===== src/rtl/trap_pkg.sv =====
package trap_pkg;
  localparam logic [4:0] CAUSE_TICK = 5'd0;
  localparam logic [4:0] CAUSE_ADDR = 5'd4;
  localparam logic [4:0] CAUSE_SYS  = 5'd8;
  localparam logic [4:0] CAUSE_ILL  = 5'd10;
  localparam logic [4:0] CAUSE_OVF  = 5'd12;
  localparam logic [4:0] CAUSE_PGF  = 5'd13;
  localparam logic [4:0] CAUSE_PROT = 5'd14;
  localparam logic [4:0] CAUSE_DIV  = 5'd15;

  localparam int REG_BADVA  = 8;
  localparam int REG_STATUS = 12;
  localparam int REG_CAUSE  = 13;
  localparam int REG_EPC    = 14;

  localparam int ST_IE  = 0;
  localparam int ST_KRN = 1;
  localparam int ST_DBL = 2;

  typedef enum logic [1:0] {
    ESC_NONE,
    ESC_NORMAL,
    ESC_DOUBLE,
    ESC_HALT
  } esc_e;
endpackage


===== src/rtl/trap_cause_map.sv =====
module trap_cause_map
  import trap_pkg::*;
#(
  parameter int CAUSE_W = 5
) (
  input  logic               req_i,
  input  logic [CAUSE_W-1:0] cause_i,
  input  logic               viol_i,
  output logic               take_o,
  output logic [CAUSE_W-1:0] code_o,
  output logic               badva_we_o
);
  logic known;

  always_comb begin
    unique case (cause_i)
      CAUSE_TICK, CAUSE_ADDR, CAUSE_SYS, CAUSE_ILL,
      CAUSE_OVF, CAUSE_PGF, CAUSE_PROT, CAUSE_DIV: known = 1'b1;
      default: known = 1'b0;
    endcase
  end

  // a datapath request outranks a privilege violation
  assign take_o     = req_i | viol_i;
  assign code_o     = (req_i && known) ? cause_i : CAUSE_W'(CAUSE_ILL);
  assign badva_we_o = req_i && (code_o == CAUSE_ADDR || code_o == CAUSE_PGF ||
                                code_o == CAUSE_PROT);
endmodule


===== src/rtl/trap_escalate.sv =====
module trap_escalate
  import trap_pkg::*;
(
  input  logic take_i,
  input  logic live_i,
  input  logic ie_i,
  input  logic dbl_i,
  output esc_e esc_o
);
  always_comb begin
    esc_o = ESC_NONE;
    if (live_i && take_i) begin
      if (dbl_i)     esc_o = ESC_HALT;
      else if (ie_i) esc_o = ESC_NORMAL;
      else           esc_o = ESC_DOUBLE;
    end
  end
endmodule


===== src/rtl/trap_regs.sv =====
module trap_regs
  import trap_pkg::*;
#(
  parameter int XLEN    = 32,
  parameter int CAUSE_W = 5,
  parameter int ADDR_W  = 5
) (
  input  logic               clk_i,
  input  logic               rst_ni,
  input  esc_e               esc_i,
  input  logic               badva_we_i,
  input  logic [CAUSE_W-1:0] code_i,
  input  logic [XLEN-1:0]    pc_i,
  input  logic [XLEN-1:0]    badva_i,
  input  logic               eret_ok_i,
  input  logic               we_ok_i,
  input  logic [ADDR_W-1:0]  addr_i,
  input  logic [XLEN-1:0]    wdata_i,
  output logic [XLEN-1:0]    epc_o,
  output logic               ie_o,
  output logic               kernel_o,
  output logic               dbl_o,
  output logic               halted_o,
  output logic [XLEN-1:0]    rdata_o
);
  logic [CAUSE_W-1:0] cause_q;
  logic [XLEN-1:0]    badva_q;

  always_ff @(posedge clk_i or negedge rst_ni) begin
    if (!rst_ni) begin
      epc_o    <= '0;
      cause_q  <= '0;
      badva_q  <= '0;
      ie_o     <= 1'b1;
      kernel_o <= 1'b1;
      dbl_o    <= 1'b0;
      halted_o <= 1'b0;
    end else if (!halted_o) begin
      unique case (esc_i)
        ESC_HALT: halted_o <= 1'b1;
        ESC_NORMAL: begin
          epc_o    <= pc_i;
          cause_q  <= code_i;
          if (badva_we_i) badva_q <= badva_i;
          kernel_o <= 1'b1;
          ie_o     <= 1'b0;
        end
        ESC_DOUBLE: begin
          dbl_o    <= 1'b1;
          kernel_o <= 1'b1;
        end
        default: begin
          if (eret_ok_i) begin
            kernel_o <= 1'b0;
            ie_o     <= 1'b1;
            dbl_o    <= 1'b0;
          end else if (we_ok_i) begin
            if (addr_i == ADDR_W'(REG_EPC)) epc_o <= wdata_i;
            if (addr_i == ADDR_W'(REG_STATUS)) begin
              ie_o     <= wdata_i[ST_IE];
              kernel_o <= wdata_i[ST_KRN];
            end
          end
        end
      endcase
    end
  end

  always_comb begin
    rdata_o = '0;
    if (addr_i == ADDR_W'(REG_EPC))   rdata_o = epc_o;
    if (addr_i == ADDR_W'(REG_CAUSE)) rdata_o = XLEN'(cause_q);
    if (addr_i == ADDR_W'(REG_BADVA)) rdata_o = badva_q;
    if (addr_i == ADDR_W'(REG_STATUS)) begin
      rdata_o[ST_IE]  = ie_o;
      rdata_o[ST_KRN] = kernel_o;
      rdata_o[ST_DBL] = dbl_o;
    end
  end


  dbl_keeps_state_chk: assert property (@(posedge clk_i) disable iff (!rst_ni)
    (esc_i == ESC_DOUBLE) |=> ($stable(epc_o) && $stable(cause_q) && $stable(badva_q) && dbl_o));


  halt_sticky_chk: assert property (@(posedge clk_i) disable iff (!rst_ni)
    halted_o |=> (halted_o && $stable(epc_o) && $stable(cause_q) && $stable(kernel_o)));
endmodule


===== src/rtl/trap_ctrl.sv =====
module trap_ctrl
  import trap_pkg::*;
#(
  parameter int          XLEN      = 32,
  parameter int          CAUSE_W   = 5,
  parameter int          ADDR_W    = 5,
  parameter logic [31:0] BOOT_ADDR = 32'hBFC0_0000,
  parameter logic [31:0] EXC_VEC   = 32'h8000_0180,
  parameter logic [31:0] DBL_VEC   = 32'h8000_0200
) (
  input  logic               clk_i,
  input  logic               rst_ni,
  input  logic               exc_req_i,
  input  logic [CAUSE_W-1:0] exc_cause_i,
  input  logic [XLEN-1:0]    pc_i,
  input  logic [XLEN-1:0]    badva_i,
  input  logic               cp_re_i,
  input  logic               cp_we_i,
  input  logic [ADDR_W-1:0]  cp_addr_i,
  input  logic [XLEN-1:0]    cp_wdata_i,
  input  logic               eret_i,
  input  logic               priv_op_i,
  output logic [XLEN-1:0]    cp_rdata_o,
  output logic               redirect_o,
  output logic [XLEN-1:0]    redirect_pc_o,
  output logic               kernel_mode_o,
  output logic               shutdown_o
);
  logic               viol, take, badva_we, live, eret_ok, we_ok;
  logic               ie, dbl, kernel, halted;
  logic [CAUSE_W-1:0] code;
  logic [XLEN-1:0]    epc;
  esc_e               esc;

  assign live = !halted;
  assign viol = !kernel && (cp_re_i || cp_we_i || eret_i || priv_op_i);

  trap_cause_map #(.CAUSE_W(CAUSE_W)) u_map (
    .req_i      (exc_req_i),
    .cause_i    (exc_cause_i),
    .viol_i     (viol),
    .take_o     (take),
    .code_o     (code),
    .badva_we_o (badva_we)
  );

  trap_escalate u_esc (
    .take_i (take),
    .live_i (live),
    .ie_i   (ie),
    .dbl_i  (dbl),
    .esc_o  (esc)
  );

  assign eret_ok = live && kernel && eret_i && !take;
  assign we_ok   = live && kernel && cp_we_i && !take;

  trap_regs #(.XLEN(XLEN), .CAUSE_W(CAUSE_W), .ADDR_W(ADDR_W)) u_regs (
    .clk_i      (clk_i),
    .rst_ni     (rst_ni),
    .esc_i      (esc),
    .badva_we_i (badva_we),
    .code_i     (code),
    .pc_i       (pc_i),
    .badva_i    (badva_i),
    .eret_ok_i  (eret_ok),
    .we_ok_i    (we_ok),
    .addr_i     (cp_addr_i),
    .wdata_i    (cp_wdata_i),
    .epc_o      (epc),
    .ie_o       (ie),
    .kernel_o   (kernel),
    .dbl_o      (dbl),
    .halted_o   (halted),
    .rdata_o    (cp_rdata_o)
  );

  // reset value doubles as the boot redirect
  always_ff @(posedge clk_i or negedge rst_ni) begin
    if (!rst_ni) begin
      redirect_o    <= 1'b1;
      redirect_pc_o <= XLEN'(BOOT_ADDR);
    end else begin
      redirect_o <= (esc == ESC_NORMAL) || (esc == ESC_DOUBLE) || eret_ok;
      unique case (esc)
        ESC_NORMAL: redirect_pc_o <= XLEN'(EXC_VEC);
        ESC_DOUBLE: redirect_pc_o <= XLEN'(DBL_VEC);
        default:    redirect_pc_o <= epc;
      endcase
    end
  end

  assign kernel_mode_o = kernel;
  assign shutdown_o    = halted;


  normal_vec_chk: assert property (@(posedge clk_i) disable iff (!rst_ni)
    (exc_req_i && !shutdown_o && ie && !dbl) |=>
      (redirect_o && redirect_pc_o == XLEN'(EXC_VEC) && kernel_mode_o && !ie));


  eret_user_chk: assert property (@(posedge clk_i) disable iff (!rst_ni)
    (eret_i && kernel_mode_o && !exc_req_i && !shutdown_o) |=>
      (redirect_o && !kernel_mode_o && ie && !dbl));


  user_priv_trap_chk: assert property (@(posedge clk_i) disable iff (!rst_ni)
    (!kernel_mode_o && !shutdown_o && (cp_we_i || cp_re_i || priv_op_i)) |=>
      (kernel_mode_o && (redirect_o || shutdown_o)));


  shut_no_redirect_chk: assert property (@(posedge clk_i) disable iff (!rst_ni)
    shutdown_o |-> !redirect_o);
endmodule


===== config.mk =====
export PLATFORM = sky130hd
export DESIGN_NAME = trap_ctrl
export DESIGN_NICKNAME = d
export VERILOG_FILES = /design/src/rtl/trap_pkg.sv /design/src/rtl/trap_cause_map.sv /design/src/rtl/trap_escalate.sv /design/src/rtl/trap_regs.sv /design/src/rtl/trap_ctrl.sv
export SDC_FILE = /design/constraint.sdc
export NUM_CORES = 1
export LEC_CHECK = 0
export ABC_AREA = 1
export ABC_CLOCK_PERIOD_IN_PS = 2200
export BUFFER_PORTS_ARGS = -buffer_cell sky130_fd_sc_hd__buf_2
export CAP_MARGIN = 20
export CORE_MARGIN = 10
export CORE_UTILIZATION = 46
export CTS_BUF_LIST = sky130_fd_sc_hd__clkbuf_16
export CTS_CLUSTER_DIAMETER = 200
export DETAILED_ROUTE_END_ITERATION = 12
export PLACE_DENSITY = 0.84
export SLEW_MARGIN = 20
export SYNTH_ARGS = -nofsm -noshare
export SYNTH_HDL_FRONTEND = slang
export SYNTH_SLANG_ARGS = --single-unit
export TNS_END_PERCENT = 20

===== constraint.sdc =====
create_clock -name clk_i -period 2.2 [get_ports clk_i]
set_clock_uncertainty 0.2 [all_clocks]
set_input_delay 0.22 -clock clk_i [delete_from_list [all_inputs] [get_ports clk_i]]
set_output_delay 0.22 -clock clk_i [all_outputs]
set_load 0.05 [all_outputs]

==> impl_metrics.toml <==
[status]
status = "finished with violations"
violations = "setup timing"

[clocking]
cts_root_buf = "clkbuf_16"
htreeDepth = 3
cts_buffers = 9
max-clock-path-buffers = 2
clock_sinks = 106
clock_latency_ps = 330
cts_tree = "built"
clkTransAtPathRegs_ps = 70

[setup_path]
end_kind = "register"
critPathKind = "reg2reg"
crit_required_ps = 2210
reg2regPathDepth = 11
cp_max_fo = 17
worst_ep_arrival_time_ps = 2220
start_kind = "register"
path_cells = "o21ai_4 -> o211ai_1 -> ha_2 -> nand2_4 -> nor2_4 -> nand2_4 -> nor2_8 -> nand2_4 -> buf_12 -> nand2_2 -> nand2_1"
worst_path_most_repeated_cell = "nand2_4"
slowest_stage = "dfstp_4"
critPathMaxStageDelay_ps = 630

[die]
fp.dieArea_sq_um = 16050
dieWidth_um = 126.7
die_y_um = 126.7
start_util_pct = 47.69
num_rows = 38
io_pins = 180
core_area_sq_um = 10980

[pwr]
p_switching_mw = 3.475
leakagePower_nw = 4.211
p_per_area_nw_per_um2 = 1127
worst_ir_drop_vdd_v = 0.0007296
totalPowerFinal_mw = 8.132
clock_power_share_pct = 19.9
seqPwrFrac_pct = 39.0
combPwrFrac_pct = 41.1
power_switching_share_pct = 42.73
cell_internal_pwr_mw = 4.657

[global_route]
grt_pass1_vias = 5286
grt-ovfl-total = 0
top_usage_layer = "met2"
grt_util_all_layers_pct = 20.21
grtUsageMet2_pct = 34.08
grt_antenna_before_repair = 0
grt_util_met3_pct = 5.456
grt_max_degree = 53
grt_pass1_wl_um = 26660
met1_usage_pct = 24.65

[timing]
fin_ws_ps = -5.414
setup_viol = 2
finalCritPeriodShare_pct = 100.2
slew_viol_final = 0
finalHoldViolCount = 0
tightest_slew_ps = 466.9
whs_ps = 16.46
slew_headroom_pct = 68.64
rsz0062_at_grt = "yes"
finalCriticalPeriod_ps = 2205
fmax_ghz = 0.4534

[logic_synthesis]
synth_area_sq_um = 5238
yosysTopAreaCell = "dfrtp_1"
netlist_top_cells_area = "dfrtp_1 (45%), nand2_1 (19%), nand3_1 (6.7%)"
ys_top_cells_by_count = "nand2_1 (261), dfrtp_1 (94), nand3_1 (70), inv_1 (54), nand2_2 (39)"
synth_area_per_cell_sq_um = 8.158
synth-xor-area-share_pct = 0
yosysSeqAreaShare_pct = 50.93
synthMuxAreaShare_pct = 0
yosys_most_used_dff = "dfrtp_1"
synth_enable_flop_cells = 0
async_flop_share_pct = 100.0
synth_fp_nets = 758
synth-warning-count = 0
synth_top_family_by_area = "simple AND/OR/NAND/NOR gates"
synth_top_area_share_pct = 44.91
yosysMostFrequentCell = "nand2_1"
synthCells = 642
synth_fa_ha_area_share_pct = 0.7167
ys_ff_latch = 106
synth-compound-area-share_pct = 5.542
synth-simple-area-share_pct = 34.64
ys_types = 27

[placed_design]
routabilityCongestion = 0.8954
port_buffers = 179
dp.cells = 951
place_area_sq_um = 6396
dp_hpwl_um = 11950

[routing]
totalWireLength_um = 16940
ant_nets = 0
avgViaCountPerCell = 5.045
drt_iter0_drc = 448
vias = 5085
first_pass_iters = 4
wl_per_cell_um = 16.80
route.detailed.drc = 0

[finish]
final_core_util_pct = 65.69
synthToLayoutAreaGrowth_pct = 37.74
nets = 979
fillers = 904
fin_area_sq_um = 7214
layout-drive-gt1-share_pct = 34.91
antenna_cells = 0
regArea_sq_um = 2673
multi_input_comb_area_sq_um = 2200
final_cells = 1008

[worst_hold_path]
hp-class = "in2reg"
hold_depth = 5

[flow_run]
maxCapViolations = 0
[metrics by stage]
step,setup TNS (ps),setup WS (ps)
floorplan,-1726,-75.18
global placement,0,33.36
detailed placement,-683.1,-48.77
CTS,-13.46,-3.965
global route,-5079,-127.1
finish,-8.044,-5.414
[per-layer routing]
| metal | up-vias | wire [um] |
|---|---|---|
| met1 | 2401 | 6915 |
| met3 | 24 | 1389 |
| li1 | 2447 | - |
| met5 | - | 0 |
| met4 | 0 | 308 |
| met2 | 213 | 8326 |
[repair_timing]
item | 4_1_cts | 5_1_grt
hold buffers | 34 | 0
pin swaps | 1 | 3
setup buffers | 1 | 3
setup endpoints to repair | 41 | 65
hold endpoints to repair | 64 | 0
cloned | 1 | 2
gates resized for setup | 6 | 11
[final timing paths]
path,end,slack [ps],startpoint
setup / recovery,u_regs.badva_q[18]$_DFFE_PN0P_,-5,u_regs.kernel_o$_DFFE_PN1P_
setup reg to reg,u_regs.badva_q[18]$_DFFE_PN0P_,-5,u_regs.kernel_o$_DFFE_PN1P_
hold / removal,u_regs.epc_o[14]$_DFFE_PN0P_,20,cp_wdata_i[14]
max in group asynchronous,redirect_pc_o[11]$_DFF_PN0_,960,rst_ni
min in group asynchronous,u_regs.epc_o[25]$_DFFE_PN0P_,170,rst_ni
hold reg to reg,u_regs.epc_o[8]$_DFFE_PN0P_,280,u_regs.epc_o[8]$_DFFE_PN0P_
[cell usage in the layout, fill, tap and decap left out, drive strengths merged]
cell	count
nand2	305
dfstp	12
nand4	4
bufinv	1
inv	59
a21oi	1
a22oi	3
clkbuf	11
nor3	3
a22o	24
o211ai	1
o21ai	9
nand3	71
dfrtp	94
ha	3
clkinvlp	1
clkinv	3
dlygate4sd3	34
buf	208
nand3b	1
nor2	20
[critical path, delay by kind of cell, from the launching register on]
kind            cells  cell delay, ps
compound gates      2             180
simple gates        7             590
fa+ha+maj           1             300
buf+inv             1             180
flops               1             630
[cell type report]
class / instances / share of cell area (%)
Inverter: 57 / 2.966
Tap cell: 140 / 2.428
Sequential cell: 106 / 37.04
Timing Repair Buffer: 244 / 22.89
Clock inverter: 7 / 1.058
Multi-Input combinational cell: 445 / 30.49
Clock buffer: 9 / 3.122
[registers in the layout (all words and copies together), names as in the netlist]
register and cells:
redirect_pc_o 32, u_regs.ie_o 1, u_regs.epc_o 32, u_regs.dbl_o 1
u_regs.badva_q 32, u_regs.halted_o 1, u_regs.cause_q 5, redirect_o 1
u_regs.kernel_o 1
[power by group through the flow]
stage	Combinational, mW	Sequential, mW	Clock, mW
after floorplan	1.29	3.98	0
after global placement	3.01	3.17	0
after detailed placement	3.08	3.19	0
after CTS	3.21	3.17	1.64
after global routing	3.66	3.26	1.73
final	3.34	3.17	1.62
[logic make-up after synthesis]
logic type	after synthesis
simple gates	403
flops	106
buf+inv	92
compound gates	38
fa+ha+maj	3
No activity file was read; power rests on OpenSTA's default activity.
